$ cat src/rtl/refdiv_pkg.sv
// Package: shared constants and the ratio table function for the reference divider.
// Assumes: a select code of SEL_W bits and ratios that fit in CNT_W bits.
package refdiv_pkg;

    localparam int SEL_W   = 3;
    localparam int CNT_W   = 14;
    localparam int N_RATIO = 1 << SEL_W;

    // Divide ratio for a select code; 6 is the single non-power-of-two entry.
    function automatic int unsigned ratio_of(input int unsigned code);
        case (code)
            0:       ratio_of = 8;
            1:       ratio_of = 128;
            2:       ratio_of = 256;
            3:       ratio_of = 512;
            4:       ratio_of = 1024;
            5:       ratio_of = 2048;
            6:       ratio_of = 2410;
            default: ratio_of = 8192;
        endcase
    endfunction

endpackage

$ cat src/rtl/refdiv_ratio_lut.sv
// Module: maps the select code to a reload value, which is the ratio minus one.
// Assumes: every ratio returned by refdiv_pkg::ratio_of is between 2 and 2**CNT_W.
module refdiv_ratio_lut #(
    parameter int SEL_W = refdiv_pkg::SEL_W,
    parameter int CNT_W = refdiv_pkg::CNT_W
) (
    input  logic [SEL_W-1:0] sel_i,
    output logic [CNT_W-1:0] reload_o
);

    localparam int N_ENT = 1 << SEL_W;

    logic [CNT_W-1:0] table_w [N_ENT];

    // Build one constant table entry for each code.
    for (genvar g = 0; g < N_ENT; g++) begin : g_ent
        assign table_w[g] = CNT_W'(refdiv_pkg::ratio_of(g) - 1);
    end

    // Select the entry for the present code.
    assign reload_o = table_w[sel_i];

endmodule

$ cat src/rtl/refdiv_downcnt.sv
// Module: loadable down-counter that flags its terminal count.
// Assumes: reload_i is at least 1, so the flag never stays high for two cycles.
module refdiv_downcnt #(
    parameter int CNT_W = refdiv_pkg::CNT_W
) (
    input  logic             clk,
    input  logic             rst_n,
    input  logic [CNT_W-1:0] reload_i,
    output logic [CNT_W-1:0] cnt_o,
    output logic             tc_o
);

    logic [CNT_W-1:0] cnt_q;

    // Load on reset or at terminal count; otherwise count down by one.
    always_ff @(posedge clk) begin
        if (!rst_n || tc_o) begin
            cnt_q <= reload_i;
        end else begin
            cnt_q <= cnt_q - 1'b1;
        end
    end

    // The terminal count is reached when the counter is zero.
    assign tc_o  = (cnt_q == '0);
    assign cnt_o = cnt_q;

endmodule

$ cat src/rtl/refdiv.sv
// Module: top of the code-selected reference divider.
// It emits a one-cycle pulse every ratio(sel) clocks.
// Assumes: the select code is synchronous to clk and is sampled only on reset and at the terminal count.
module refdiv #(
    parameter int SEL_W = refdiv_pkg::SEL_W,
    parameter int CNT_W = refdiv_pkg::CNT_W
) (
    input  logic             clk,
    input  logic             rst_n,
    input  logic [SEL_W-1:0] ratio_sel,
    output logic             ref_pulse_o
);

    logic [CNT_W-1:0] reload_w;
    logic [CNT_W-1:0] cnt_q;
    logic             tc_w;

    // Ratio table lookup.
    refdiv_ratio_lut #(.SEL_W(SEL_W), .CNT_W(CNT_W)) lut_i (
        .sel_i    (ratio_sel),
        .reload_o (reload_w)
    );

    // Period counter.
    refdiv_downcnt #(.CNT_W(CNT_W)) cnt_i (
        .clk      (clk),
        .rst_n    (rst_n),
        .reload_i (reload_w),
        .cnt_o    (cnt_q),
        .tc_o     (tc_w)
    );

    // The pulse is the terminal count of the period counter.
    assign ref_pulse_o = tc_w;

endmodule

$ cat config.mk
export PLATFORM = sky130hd
export DESIGN_NAME = refdiv
export DESIGN_NICKNAME = d
export VERILOG_FILES = /design/src/rtl/refdiv_pkg.sv /design/src/rtl/refdiv_ratio_lut.sv /design/src/rtl/refdiv_downcnt.sv /design/src/rtl/refdiv.sv
export SDC_FILE = /design/constraint.sdc
export NUM_CORES = 1
export LEC_CHECK = 0
export BUFFER_PORTS_ARGS = -buffer_cell sky130_fd_sc_hd__buf_2
export CORE_UTILIZATION = 55
export DETAILED_ROUTE_END_ITERATION = 10
export PLACE_DENSITY = 0.8
export SLEW_MARGIN = 20
export SYNTH_ARGS = -nofsm -noshare
export SYNTH_HDL_FRONTEND = slang
export SYNTH_SLANG_ARGS = --single-unit
$ cat constraint.sdc
create_clock -name clk -period 2.6 [get_ports clk]
set_clock_uncertainty 0.1 [all_clocks]
set_input_delay 0.26 -clock clk [delete_from_list [all_inputs] [get_ports clk]]
set_output_delay 0.26 -clock clk [all_outputs]
set_load 0.01 [all_outputs]
[After elaboration in Yosys (flattened, before gate mapping)]
Memories as Yosys holds them, arrays and structs flattened.
Cells that the tools add are included.
Storage, ports and cells
  bits in read-only memories: 112
  flip-flop bits (word level): 14
  logic and storage cells: 11
  output and inout port bits: 1
  RAM bits: 0
  memories: 1
  input port bits: 5
  bits in latches: 0
Memory list
  (name not given): depth 8, bits a word 14, read ports 1, clocked after Yosys merged registers in 0, wr ports 0, line refdiv_ratio_lut.sv:21  | assign reload_o = table_w[sel_i];
Cells by class
  multipliers: 0
  equality and inequality tests: 0
  shifts and indexed selects: 0
  reductions and logical operators: 3
  $lt $le $gt $ge: 1
  multiplexer cells: 3
  bitwise operators: 1
  div/mod/pow operators: 0
  add/sub/neg operators: 1
Operators by type and width (count)
  two-way mux 14 bit: 3
  logical NOT 14 bit: 1
  subtractor 14 x 1 -> 14 bit, second input constant: 1
  >= comparator 4 bit, second input constant: 1
  inverter 3 -> 4 bit: 1
  logical NOT 1 bit: 1
  logical OR 1 bit: 1

[Logic depth before layout (Yosys ltp)]
  word-level depth: 5
  depth in mapped cells: 7
  mapped depth without buffers: 6

[By module]
From an unflattened synthesis, not the netlist that was laid out.
Unflattened totals
  cell total of the unflattened synthesis: 100
  area total of the unflattened synthesis: 943.4 sq um
By module, submodules not included
  refdiv_downcnt: instances 1, area an instance 830.8 sq um, cells each 82
  refdiv_ratio_lut: instances 1, area an instance 112.6 sq um, cells each 18

[Worst setup path after synthesis]
No wires, ideal clock.
  path type: register to register
  start point: register cnt_i.cnt_q[3], in the netlist cnt_i.cnt_o[3]
  end point: register cnt_i.cnt_q[12], in the netlist cnt_i.cnt_o[12]
  stages on the path, launching flop included: 4
  setup time: 0.119 ns
  buffers on the path: 0
  path slack: 0.704 ns
  arrival: 1.678 ns
  required time: 2.381 ns
  path through: dfxtp_1 > or4_4 > or4_4 > o221a_2
Between the ends
  longest elaborated chain between the ends: 3
  elaborated cells on any way between the ends: 4
  those cells by class: 1 x add/sub; 1 x mux; 2 x reduce/logical
Ends and longest elaborated chain
  start, declared: line refdiv_downcnt.sv:13  | logic [CNT_W-1:0] cnt_q;
  start signal, assigned: line refdiv_downcnt.sv:18  | cnt_q <= reload_i;
  start signal, assigned: line refdiv_downcnt.sv:20  | cnt_q <= cnt_q - 1'b1;
  parallel branches: the longest is 2 deep, another holds subtractor 14 x 1 -> 14 bit
  two-way mux 14 bit (*): line refdiv_downcnt.sv:17  | if (!rst_n || tc_o) begin
Mark *: on every way between the ends.

[Worst setup path after layout]
  start point: register cnt_i.cnt_q[0], in the netlist cnt_i.cnt_o[0]
  end point: output ref_pulse_o
Between the ends
  longest elaborated chain between the ends: 1
Ends and longest elaborated chain
  logical NOT 14 bit: line refdiv_downcnt.sv:25  | assign tc_o = (cnt_q == '0);
  end, declared: line refdiv.sv:11  | output logic ref_pulse_o
No other way between the ends.

==> results_dict.tcl <==
set metrics [dict create \
    clk_latency_ns 0.27 \
    rows 12 \
    cts_resized 0 \
    hold_viol_final 0 \
    cts.sinks 14 \
    vdd_drop_max_v 0.000326 \
    startpoint_type "flop" \
    synth_seq_area_share 0.382 \
    grt_max_degree 10 \
    route.met2.wl_um 617 \
    cp.required_ns 2.24 \
    ys_warn_count 0 \
    largest_register_ffs 14 \
    postRouteAntennaNets 0 \
    vias 609 \
    whs_path_depth 3 \
    synth_edf_count 0 \
    cts_setup_buffers 0 \
    syn_avg_cell_area_um2 8.73 \
    r2r_start "cnt_i.cnt_o[3]" \
    grt_pass1_vias 558 \
    reg2reg_slack_ns 0.60 \
    syn_area_um2 733 \
    ys_ff_latch 14 \
    dr.max_layer_used "met4" \
    status "completed" \
    holdBufCountCts 0 \
    gp_congestion 0.936 \
    fp.dieArea_um2 1480 \
    cts_buffers 3 \
    hold_start "ratio_sel[2]" \
    yosysTopAreaCell "dfxtp_1" \
    postRouteWirelength_um 1390 \
    dr.first_iter.drc_count 20 \
    wl_per_cell_um 13.5 \
    port_buffers 5 \
    start_util 0.626 \
    multi_input_area_um2 425 \
    antenna_found_initial 0 \
    route.met3.wl_um 60 \
    die_h_um 38.5 \
    synth_nets 90 \
    slew_headroom 0.710 \
    fin_crit_sh 0.784 \
    area_delta_synth_final_pct 7.17 \
    rsz0062_at_grt "no" \
    chipWidth_um 38.5 \
    path_max_fanout 5 \
    nets 97 \
    synthTopCellsByArea "dfxtp_1, xnor2_1, mux2i_1" \
    dpl.hpwl_um 1100 \
    h-tree-depth 1 \
    min_to "cnt_i.cnt_o[10]" \
    antenna_cells 0 \
    routed_via_density 5.91 \
    tightest_slew_ns 0.431 \
    criticalPathCategory "reg -> out" \
    grt_usage 0.241 \
    p_leak_nw 0.299 \
    cts_tree "done" \
    yosysUniqueCellTypes 28 \
    core_area_um2 1170 \
    fillers 101 \
    async_flop_share 0 \
    root_buffer "clkbuf_4" \
    yosys_most_used_dff "dfxtp_1" \
    ios 6 \
    yosysTopAreaCellShare 0.382 \
    r2r_end "cnt_i.cnt_o[12]" \
    finalSetupViolations 0 \
    fmax_mhz 491 \
    cap_violations 0 \
    reg2reg_depth 4 \
    clk_pin_slew_ns 0.08 \
    drive_gt1_frac 0.146 \
    remaining_drc_errors 0 \
    syn_inst 84 \
    drt-met1-wl_um 703 \
    total_power_mw 0.426 \
    finalMaxSlewViolations 0 \
    endpoint_kind "primary output" \
    setup-tns-final_ns 0 \
    clockBufferDepth 2 \
    regArea_um2 280 \
    grt_pass1_wl_um 2390 \
    power_density_nw_per_um2 542 \
    grt_remaining_overflow 0 \
    hp-class "in -> reg" \
    min_period_ns 2.04 \
    arrival_ns 1.68 \
    firstDrtPassIters 4 \
]
synthesized netlist by cell type, drive strengths merged, types with 2 or more instances:
| master | number |
|---|---|
| inv | 4 |
| a21oi | 7 |
| o21ai | 2 |
| nor3 | 3 |
| xnor2 | 7 |
| xor2 | 3 |
| nand2 | 6 |
| mux2i | 5 |
| a211oi | 2 |
| clkbuf | 3 |
| nor2 | 5 |
| a31oi | 2 |
| nor4 | 4 |
| or3 | 2 |
| or4 | 4 |
| dfxtp | 14 |
| nand2b | 2 |
per-layer routing:
| metal | track usage | vias to the layer above |
|---|---|---|
| met1 | 0.323 | 281 |
| met5 | 0 | - |
| met2 | 0.367 | 9 |
| met4 | 0.0517 | 0 |
| met3 | 0.0872 | 2 |
| li1 | - | 317 |
logic make-up (layout without fill, tap and decap cells):
family / after synthesis / count (layout) / share of synthesized area
flip-flops: 14 / 14 / 0.382
AO/OA/AOI/OAI: 16 / 16 / 0.137
buffers and inverters: 7 / 12 / 0.0375
XOR/XNOR: 10 / 10 / 0.119
multiplexers: 5 / 5 / 0.0683
adder cells (fa/ha/maj): 1 / 1 / 0.0171
AND/OR/NAND/NOR: 31 / 31 / 0.239
through the flow:
| stage | hold WS [ns] | instance area (um^2) | instances | util | setup slack (ns) |
|---|---|---|---|---|---|
| 2_1_floorplan | 0.274 | 733 | 84 | - | 0.704 |
| 3_3_place_gp | 0.288 | 763 | 100 | 0.652 | 0.682 |
| 3_5_place_dp | 0.327 | 763 | 100 | 0.652 | 0.646 |
| 4_1_cts | 0.164 | 786 | 103 | 0.671 | 0.551 |
| 5_1_grt | 0.223 | 786 | 103 | 0.671 | 0.423 |
| 6_report | 0.181 | 786 | 103 | 0.671 | 0.562 |
cell usage in the layout (no fill, tap or decap), drive strengths merged:
master / Yosys / routed
a22oi: 1 / 1
or3: 2 / 2
nand2b: 2 / 2
o21ai: 2 / 2
a31o: 1 / 1
or2: 1 / 1
ha: 1 / 1
nor2: 5 / 5
o221a: 1 / 1
buf: 0 / 5
and2: 1 / 1
nor3: 3 / 3
a31oi: 2 / 2
nand2: 6 / 6
dfxtp: 14 / 14
nor4: 4 / 4
inv: 4 / 4
xor2: 3 / 3
clkbuf: 3 / 3
xnor2: 7 / 7
a211oi: 2 / 2
a21oi: 7 / 7
or4: 4 / 4
nor3b: 1 / 1
nand3: 1 / 1
mux2i: 5 / 5
nand4: 1 / 1
critical path: stages, from the launching register on:
cell and delay, ns:
dfxtp_1 0.33, inv_1 0.06, ha_1 0.16, nor3b_1 0.35, nand4_1 0.26, inv_1 0.12, buf_2 0.13
worst max path at each step:
stage          slack, ns            from  cells past startpoint              end
5_1_grt             0.42  cnt_i.cnt_o[0]                      6      ref_pulse_o
3_3_place_gp        0.68  cnt_i.cnt_o[3]                      3  cnt_i.cnt_o[12]
4_1_cts             0.55  cnt_i.cnt_o[0]                      6      ref_pulse_o
2_1_floorplan       0.70  cnt_i.cnt_o[3]                      3  cnt_i.cnt_o[12]
6_report            0.56  cnt_i.cnt_o[0]                      6      ref_pulse_o
3_5_place_dp        0.65  cnt_i.cnt_o[3]                      4  cnt_i.cnt_o[12]
cell type report:
| class | instances | share of cell area |
|---|---|---|
| Multi-Input combinational cell | 63 | 0.541 |
| Sequential cell | 14 | 0.357 |
| Timing Repair Buffer | 5 | 0.0318 |
| Clock buffer | 3 | 0.0287 |
| Tap cell | 14 | 0.0223 |
| Inverter | 4 | 0.0191 |
power by group:
part / switching, mW / total (mW) / leakage [nW] / internal (mW)
Clock: 0.0632 / 0.117 / 0.0138 / 0.0536
Combinational: 0.0277 / 0.0548 / 0.169 / 0.0271
Sequential: 0.0207 / 0.254 / 0.116 / 0.233
No activity file was read; power rests on OpenSTA's default activity.
